**src/rtl/rdstb_pkg.sv**
```systemverilog
package rdstb_pkg;

    typedef enum logic [0:0] {
        ST_IDLE = 1'b0,
        ST_HOLD = 1'b1
    } rd_state_e;

    typedef struct packed {
        logic start;    // load counter, enter hold
        logic capture;  // sample device bus, leave hold
    } seq_ctl_t;

    function automatic int unsigned hold_cycles(input int unsigned period_ps,
                                                input int unsigned min_ps);
        int unsigned c;
        c = (min_ps + period_ps - 1) / period_ps;
        if (c < 1) c = 1;
        return c;
    endfunction

    function automatic int unsigned cnt_width(input int unsigned hold);
        return (hold > 1) ? $clog2(hold) : 1;
    endfunction

endpackage

```
**src/rtl/rdstb_hold_counter.sv**
```systemverilog
module rdstb_hold_counter #(
    parameter int unsigned HOLD = 2
) (
    input  logic clk,
    input  logic rst,
    input  logic load,
    input  logic run,
    output logic last
);
    import rdstb_pkg::*;

    localparam int unsigned CNT_W = cnt_width(HOLD);
    localparam logic [CNT_W-1:0] RELOAD = CNT_W'(HOLD - 1);

    logic [CNT_W-1:0] cnt_q;

    always_ff @(posedge clk) begin
        if (rst) begin
            cnt_q <= '0;
        end else if (load) begin
            cnt_q <= RELOAD;
        end else if (run && cnt_q != '0) begin
            cnt_q <= cnt_q - 1'b1;
        end
    end

    assign last = (cnt_q == '0);
endmodule

```
**src/rtl/rdstb_fsm.sv**
```systemverilog
module rdstb_fsm (
    input  logic                  clk,
    input  logic                  rst,
    input  logic                  rd_cmd,
    input  logic                  last,
    output rdstb_pkg::rd_state_e  state,
    output rdstb_pkg::seq_ctl_t   ctl
);
    import rdstb_pkg::*;

    rd_state_e state_q, state_d;

    always_comb begin
        state_d     = state_q;
        ctl.start   = 1'b0;
        ctl.capture = 1'b0;
        unique case (state_q)
            ST_IDLE: if (rd_cmd) begin
                state_d   = ST_HOLD;
                ctl.start = 1'b1;
            end
            ST_HOLD: if (last) begin
                state_d     = ST_IDLE;
                ctl.capture = 1'b1;
            end
            default: state_d = ST_IDLE;
        endcase
    end

    always_ff @(posedge clk) begin
        if (rst) state_q <= ST_IDLE;
        else     state_q <= state_d;
    end

    assign state = state_q;
endmodule

```
**src/rtl/rdstb_capture.sv**
```systemverilog
module rdstb_capture #(
    parameter int unsigned DATA_W = 16
) (
    input  logic              clk,
    input  logic              rst,
    input  logic              capture,
    input  logic [DATA_W-1:0] din,
    output logic [DATA_W-1:0] dout,
    output logic              valid
);
    always_ff @(posedge clk) begin
        if (rst) begin
            dout  <= '0;
            valid <= 1'b0;
        end else begin
            valid <= capture;
            if (capture) dout <= din;
        end
    end
endmodule

```
**src/rtl/rdstb_ctrl.sv**
```systemverilog
module rdstb_ctrl #(
    parameter int unsigned CLK_PERIOD_PS = 37037,
    parameter int unsigned MIN_PULSE_PS  = 50000,
    parameter int unsigned DATA_W        = 16
) (
    input  logic              clk,
    input  logic              rst,
    input  logic              rd_cmd,
    input  logic [DATA_W-1:0] rd_data_in,
    output logic              rd_req,
    output logic              busy,
    output logic              data_valid,
    output logic [DATA_W-1:0] data_out
);
    import rdstb_pkg::*;

    localparam int unsigned HOLD = hold_cycles(CLK_PERIOD_PS, MIN_PULSE_PS);

    rd_state_e state;
    seq_ctl_t  ctl;
    logic      last;
    logic      in_hold;

    assign in_hold = (state == ST_HOLD);

    rdstb_fsm fsm_i (
        .clk    (clk),
        .rst    (rst),
        .rd_cmd (rd_cmd),
        .last   (last),
        .state  (state),
        .ctl    (ctl)
    );

    rdstb_hold_counter #(.HOLD(HOLD)) cnt_i (
        .clk  (clk),
        .rst  (rst),
        .load (ctl.start),
        .run  (in_hold),
        .last (last)
    );

    rdstb_capture #(.DATA_W(DATA_W)) cap_i (
        .clk     (clk),
        .rst     (rst),
        .capture (ctl.capture),
        .din     (rd_data_in),
        .dout    (data_out),
        .valid   (data_valid)
    );

    assign rd_req = in_hold;
    assign busy   = in_hold;
endmodule

```
**config.mk**
```make
export PLATFORM = sky130hd
export DESIGN_NAME = rdstb_ctrl
export DESIGN_NICKNAME = d
export VERILOG_FILES = /design/src/rtl/rdstb_pkg.sv /design/src/rtl/rdstb_hold_counter.sv /design/src/rtl/rdstb_fsm.sv /design/src/rtl/rdstb_capture.sv /design/src/rtl/rdstb_ctrl.sv
export SDC_FILE = /design/constraint.sdc
export NUM_CORES = 1
export LEC_CHECK = 0
export ABC_AREA = 1
export CAP_MARGIN = 25
export CELL_PAD_IN_SITES_DETAIL_PLACEMENT = 1
export CELL_PAD_IN_SITES_GLOBAL_PLACEMENT = 1
export CORE_MARGIN = 3
export CORE_UTILIZATION = 38
export DETAILED_ROUTE_END_ITERATION = 12
export DONT_BUFFER_PORTS = 1
export GPL_ROUTABILITY_DRIVEN = 0
export PLACE_DENSITY = 0.66
export SLEW_MARGIN = 10
export SYNTH_ARGS = -nofsm -noshare
export SYNTH_HDL_FRONTEND = slang
export SYNTH_SLANG_ARGS = --single-unit
```
**constraint.sdc**
```tcl
create_clock -name clk -period 0.83 [get_ports clk]
set_input_delay 0.1245 -clock clk [delete_from_list [all_inputs] [get_ports clk]]
set_output_delay 0.1245 -clock clk [all_outputs]
set_load 0.01 [all_outputs]
```
* Yosys cells after proc, flatten, opt, wreduce, memory -nomap -nowiden
Index checks and enable logic that the tools add are counted.
Word-level totals: word-level logic and storage cells 16, register bits 19, input port bits 19
Operators by class: bitwise gates (word level) 1, reduce and logical (&&, ||, !) cells 2, muxes and demuxes 8, add/subtract/negate cells 1
Operator list (count):
- 1-bit 2-to-1 mux | 7
- 1-bit case mux with 2 select lines | 1
- 2-bit nonzero test | 1
- 1-bit logical AND | 1
- 1-bit inverter | 1
- 1-bit subtractor (second input constant) | 1

* Logic depth before layout (Yosys ltp)
Gate-level depths: netlist of run 1.
word-level depth 3, gate-level depth with buffers 5, mapped depth without buffers 4

* By module
A second synthesis of run 1 with hierarchy kept.
Second synthesis, totals: cells, all modules 121, area, all modules 870.8 um^2
Modules (own cells, without submodules):
- rdstb_capture | cells each 105, seq. area each 340.3 um^2, area each 767.0 um^2, instances 1
- rdstb_fsm | cells each 9, seq. area each 20.0 um^2, area each 52.6 um^2, instances 1
- rdstb_hold_counter | cells each 6, seq. area each 20.0 um^2, area each 43.8 um^2, instances 1
- rdstb_ctrl | cells each 1, seq. area each 0.0 um^2, area each 7.5 um^2, instances 1

* Worst setup path after synthesis of run 1
OpenSTA, ideal clock, no wires.
path kind register to register, from register fsm_i.state_q, in the netlist fsm_i.state, to register cap_i.dout[0], path slack -143 ps, data arrival time 859 ps, cell stages (with the launch flop) 6, setup time 114 ps, data required time 716 ps, path through dfxtp_1 -> buf_6 -> nand2_8 -> buf_12 -> nand3_2 -> nand2_1
On the way: longest elaborated chain between the ends 1
RTL lines:
- start: declaration | RTL line rdstb_fsm.sv:11 | rd_state_e state_q, state_d;
- start signal: assignment | RTL line rdstb_fsm.sv:32 | else state_q <= state_d;
- 1-bit 2-to-1 mux | RTL line rdstb_fsm.sv:17 | unique case (state_q)
- end signal: assignment | RTL line rdstb_capture.sv:17 | if (capture) dout <= din;
- end: declaration | RTL line rdstb_capture.sv:8 | output logic [DATA_W-1:0] dout,
Every way passes these cells. A chain may end at the register's enable or synchronous reset.

* Final worst setup path of run 1
from register fsm_i.state_q, in the netlist fsm_i.state, to output busy
RTL lines:
- end: declaration | RTL line rdstb_ctrl.sv:11 | output logic busy,
No word-level cell between the ends.

==> impl_metrics.ini, run 1 <==
[setup_path]
r2r-start = fsm_i.state
rr_endpoint = cap_i.dout[5]
cp_max_fo = 5
cp-end-kind = output pin
arrival_ns = 0.81
rr_worst_depth = 4
crit_type = flip-flop to output pin
crit_required_ns = 0.71
critical_path.top_delay_family = flip-flops
crit_path_start_kind = flip-flop
cp_cell_sequence = buf_12
critPathLaunch = fsm_i.state
cp_num_buf_inv = 1
critPathSlowestCell = dfxtp_4
r2r_slack_ns = -0.10
slowest_delay_ns = 0.37

[global_routing]
grt_first_pass_wirelength_mm = 3.484
grtUsageTotal = 0.1760
grt_max_degree = 34
antenna_found_initial = 0
grt_pass1_vias = 719
overflow = 0

[detailed_routing]
drt_iter0_drc = 3
via_per_inst = 5.252
ant_nets = 0
finalWirelength_mm = 2.237
vias = 709
drt_first_pass_iters = 2
wl_per_cell_um = 16.57
drc = 0

[worst_hold_path]
worstHoldPathType = input port to flip-flop
whs_endpoint = fsm_i.state
worstHoldStart = rst
whs_path_depth = 4

[timing]
hold_viol_final = 0
slew-limit-headroom = 0.8861
fin_ws_ns = -0.1068
period_share = 1.129
min_period_ns = 0.9368
rsz0062_at_grt = true
worst_pin_slew_ns = 0.1709
holdWs_ns = 0.1348
final_max_slew_viol_count = 0
setup_viol = 20
timing.fmax_mhz = 1067
skew_ns = 0.003475
setup_tns_ns = -0.9830

[power_and_ir_drop]
power.leakage_nw = 0.4907
peakVddDrop_uv = 1361
fin_total_pwr_mw = 1.908
power_density_mw_per_mm2 = 1619

[synthesis]
async_reset_ff_frac = 0
synthTopCellsByArea = dfxtp_1 46%, nand4_1 12%, nand3_2 9.7%
syn_area_um2 = 823.3
syn_avg_cell_area_um2 = 9.801
ys_seq_area_frac = 0.4620
ys_warn_count = 0
synth_top_flop_cell = dfxtp_1
synth_edf_count = 0
synth.ff_latch_count = 19
synth_fp_nets = 103
synth_top_area_frac = 0.4620
synth.most_common_cell = dfxtp_1
synthCells = 84
netlist_top_cells_count = 19 x dfxtp_1, 16 x nand2_1, 16 x nand4_1, 8 x nand3_1, 8 x nand3_2
ys_types = 15
yosys.area.top_type = dfxtp_1

[clocking]
cts_buffers = 3
htreeDepth = 1
cts_buffer_depth = 2
cts_root_buf = clkbuf_4
cts_tree = built
clk-insertion-delay-late_ns = 0.30
cts.sinks = 19
path_clk_slew_ns = 0.10

[floorplan]
die_w_um = 52.55
rows = 16
dieArea_mm2 = 0.002761
core_area_mm2 = 0.002002
start_util = 0.4113
dieHeight_um = 52.55
io_pins = 38

[cells_and_area]
final_net_count = 128
seq_area_um2 = 426.7
diodes = 0
multiInputGateArea_um2 = 369.1
layoutNonFillerInstCount = 135
syn2layout_area_growth_pct = 43.16
layout-drive-gt1-share = 0.4444
nFillCells = 217
post-route-util = 0.5888
design_area_mm2 = 0.001179

[place]
dpl-instance-area_um2 = 849.6
numPlacedInstances = 109
place_ws_ns = -0.01404
io_buffer_count = 0
dp.final_hpwl_mm = 1.244

[run]
drv_cap = 0

[outcome]
status = finished, violations left
failed_checks = negative setup slack
[how the worst max path moves through the flow]
stage | endpoint | slack [ns] | cells past startpoint
after floorplan | cap_i.dout[0] | -0.08 | 5
after global placement | cap_i.dout[1] | 0.0005 | 3
after detailed placement | cap_i.dout[12] | -0.01 | 3
after CTS | rd_req | -0.11 | 1
after global routing | rd_req | -0.15 | 1
final | busy | -0.11 | 1
[sequential cells by signal, indices dropped and copies added (netlist names)]
register     count
fsm_i.state      1
cnt_i.cnt_q      1
cap_i.valid      1
cap_i.dout      16
[layout by cell type (no fill, tap or decap)]
cell and n:
dlygate4sd3_1 18, nand4_1 16, nand2_1 16, dfxtp_2 10, dfxtp_4 9, nand3_2 8, nand3_1 8, clkbuf_4 3
buf_4 3, buf_12 3, nand2_8 2, nor2_2 2, buf_6 2, inv_6 1, inv_2 1, nor2_1 1
nor3_2 1, nor2_4 1, nand2_4 1, clkbuf_1 1, clkbuf_16 1
[per-layer routing]
layer  share of wire  wire (um)  GRT usage
met5               0          0          0
met2            0.52       1173     0.3099
met4           0.016         36    0.05106
met1            0.37        836     0.1876
met3           0.085        191    0.07692
[cell type report]
type                            count  share of cell area
Sequential cell                    19              0.3620
Inverter                            2             0.01062
Timing Repair Buffer               27              0.2633
Multi-Input combinational cell     56              0.3132
Tap cell                           27             0.02866
Clock buffer                        4             0.02229
[repair_timing]
action	4_1_cts	5_1_grt
hold buffers	18	0
cloned	1	1
setup buffers	1	1
endpoints found under the hold margin	19	0
gates resized for setup	18	15
endpoints found under the setup margin	34	36
pin swaps	0	5
[kinds of logic after synthesis]
kind of cell | after synthesis | synth area share
simple gates | 55 | 0.4149
flops | 19 | 0.4620
buf+inv | 10 | 0.1231
[power breakdown]
group	internal (mW)	switching, mW	total (mW)
logic	0.200	0.194	0.394
registers	0.968	0.0704	1.04
clock network	0.188	0.288	0.476
Note: power is estimated with default switching activity, not from simulation.
==> inputs of run 2 (changes only) <==
--- a/config.mk
+++ b/config.mk
@@ -5,16 +5,16 @@
 export SDC_FILE = /design/constraint.sdc
 export NUM_CORES = 1
 export LEC_CHECK = 0
-export ABC_AREA = 1
 export CAP_MARGIN = 25
 export CELL_PAD_IN_SITES_DETAIL_PLACEMENT = 1
 export CELL_PAD_IN_SITES_GLOBAL_PLACEMENT = 1
 export CORE_MARGIN = 3
-export CORE_UTILIZATION = 38
+export CORE_UTILIZATION = 47
 export DETAILED_ROUTE_END_ITERATION = 12
 export DONT_BUFFER_PORTS = 1
 export GPL_ROUTABILITY_DRIVEN = 0
-export PLACE_DENSITY = 0.66
+export PLACE_DENSITY = 0.75
+export SETUP_SLACK_MARGIN = 0.02
 export SLEW_MARGIN = 10
 export SYNTH_ARGS = -nofsm -noshare
 export SYNTH_HDL_FRONTEND = slang
==> constraint.sdc (replaced) <==
create_clock -name clk -period 1.1 [get_ports clk]
set_input_delay 0.165 -clock clk [delete_from_list [all_inputs] [get_ports clk]]
set_output_delay 0.165 -clock clk [all_outputs]
set_load 0.01 [all_outputs]
==> run 2 against run 1 <==
  * Area after synthesis up 5.8%
  * The flow now finishes without violations
  * Via count shrank 13%
  * Highest routed layer unchanged
  * Clock power shrank 28%
  * Final area decreased by 19%
==> impl_metrics.ini, run 2 <==
[synthesis]
synth_fp_nets = 99
ys_warn_count = 0
syn_area_um2 = 870.8
synth_edf_count = 0
synth_top_flop_cell = dfxtp_1
synthTopCellsByArea = dfxtp_1 44%, nand4bb_1 21%, nand2b_1 11%
ys_seq_area_frac = 0.4368
synth.ff_latch_count = 19
synth_top_area_frac = 0.4368
synth.most_common_cell = dfxtp_1
syn_avg_cell_area_um2 = 10.89
synthCells = 80
ys_types = 15
netlist_top_cells_count = 19 x dfxtp_1, 16 x nand2b_1, 16 x nand4bb_1, 10 x o21ai_2, 5 x o21ai_0
yosys.area.top_type = dfxtp_1
async_reset_ff_frac = 0

[outcome]
status = completed

[power_and_ir_drop]
power.leakage_nw = 0.3286
switching_power_uw = 315.7
internal_power_uw = 960.3
p_clk_frac = 0.270
combPwrFrac = 0.131
seq_power_share = 0.599
swShare = 0.2474
peakVddDrop_uv = 995.1
power_density_mw_per_mm2 = 1333
fin_total_pwr_mw = 1.276

[cells_and_area]
diodes = 0
final_net_count = 106
max_flop_register = cap_i.dout
syn2layout_area_growth_pct = 9.914
post-route-util = 0.5876
layout-drive-gt1-share = 0.2674
layout_commonest_cell = dfxtp_1
largest_reg_flops = 16
final_cell_mix = 18 x dfxtp_1, 16 x nand2b_1, 16 x nand4bb_1

[floorplan]
dieHeight_um = 49.05
die_w_um = 49.05
dieArea_mm2 = 0.002405
rows = 14
core_area_mm2 = 0.001629
io_pins = 38
start_util = 0.5346

[setup_path]
crit_required_ns = 0.94
cp_num_buf_inv = 1
cp-end-kind = output pin
arrival_ns = 0.84
rr_endpoint = cap_i.dout[5]
critPathSlowestCell = dfxtp_2
crit_type = flip-flop to output pin
slowest_delay_ns = 0.35
critical_path.top_delay_family = flip-flops
cp_cell_sequence = buf_4
rr_worst_depth = 3
cp_max_fo = 11
crit_path_start_kind = flip-flop
r2r_slack_ns = 0.10
r2r-start = cnt_i.cnt_q

[detailed_routing]
via_per_inst = 5.609
ant_nets = 0
wl_per_cell_um = 17.17
drt_first_pass_iters = 3
drt_iter0_drc = 2
drc = 0
vias = 617
finalWirelength_mm = 1.889

[clocking]
cts_tree = built
clk-insertion-delay-late_ns = 0.30
cts_buffers = 3
cts_resized = 0
cts_root_buf = clkbuf_4
cts_buffer_depth = 2
htreeDepth = 1
cts.sinks = 19
path_clk_slew_ns = 0.09

[global_routing]
overflow = 0
grt_max_degree = 34
grt_pass1_vias = 618
grtUsageTotal = 0.1638
grt_first_pass_wirelength_mm = 2.953
antenna_found_initial = 0

[worst_hold_path]
whs_endpoint = fsm_i.state
worstHoldPathType = input port to flip-flop
whs_path_depth = 2
worstHoldStart = rd_cmd

[timing]
fin_ws_ns = 0.09115
setup_tns_ns = 0
slew-limit-headroom = 0.8705
final_max_slew_viol_count = 0
timing.fmax_mhz = 991.2
holdWs_ns = 0.03537
hold_viol_final = 0
min_period_ns = 1.009
skew_ns = 0.005879
worst_pin_slew_ns = 0.1942
period_share = 0.9171
rsz0062_at_grt = false
setup_viol = 0

[place]
place_ws_ns = 0.08446
io_buffer_count = 0
dp.final_hpwl_mm = 1.186

[run]
drv_cap = 0
run 2: cell count changes after synthesis, sizes merged, moves of 2 or more:
cell	previous run	this run
nand2	18	0
nand2b	0	16
nand3	16	0
nand4	16	0
nand4bb	0	16
o21ai	0	16
buf	8	3
clkbuf	0	4
inv	2	0
nor2	4	2
run 2: power groups by stage:
stage | logic (mW) | registers, mW | clock network (mW)
floorplan | 0.127 | 0.782 | 0
CTS | 0.142 | 0.765 | 0.366
detailed placement | 0.138 | 0.781 | 0
finish | 0.168 | 0.764 | 0.344
global placement | 0.134 | 0.779 | 0
global route | 0.184 | 0.769 | 0.389
run 2: kinds of logic (layout without fill, tap and decap cells):
logic type,Yosys count,count (layout),synth area share
flip-flops,19,19,0.4368
AND/OR/NAND/NOR,37,37,0.3549
buffers and inverters,7,13,0.06178
AO/OA/AOI/OAI,16,16,0.1350
multiplexers,1,1,0.01149
run 2: worst max path at each step:
| stage | start | to | slack [ns] | cells after the start |
|---|---|---|---|---|
| floorplan | fsm_i.state | cap_i.dout[0] | 0.15 | 3 |
| global placement | cnt_i.cnt_q | cap_i.dout[8] | 0.14 | 2 |
| detailed placement | cnt_i.cnt_q | cap_i.dout[1] | 0.08 | 2 |
| CTS | cnt_i.cnt_q | cap_i.dout[1] | 0.07 | 2 |
| global route | fsm_i.state | busy | 0.04 | 1 |
| finish | fsm_i.state | busy | 0.09 | 1 |
run 2: metal layers:
metal  GRT usage  wire, um  up-vias
met5           0         0        -
met4     0.07109        18        0
met3     0.09480       159        4
met2      0.2805       944       22
met1      0.1589       767      291
li1            -         -      300
run 2: final cells by class:
| type | instances | area, um2 |
|---|---|---|
| Clock buffer | 4 | 26.28 |
| Fill cell | 187 | 671.9 |
| Multi-Input combinational cell | 54 | 436.7 |
| Sequential cell | 19 | 381.6 |
| Tap cell | 24 | 30.03 |
| Timing Repair Buffer | 9 | 82.58 |
run 2: timing repair:
action / 4_1_cts / 5_1_grt
hold buffers: 1 / 0
setup buffers: 0 / 5
setup endpoints to repair: 0 / 2
hold endpoints to repair: 3 / 0
run 2: stage by stage:
step | instance area, um2 | instances
2_1_floorplan | 872.1 | 80
3_3_place_gp | 870.8 | 100
3_5_place_dp | 870.8 | 100
4_1_cts | 907.1 | 105
5_1_grt | 957.2 | 110
6_report | 957.2 | 110
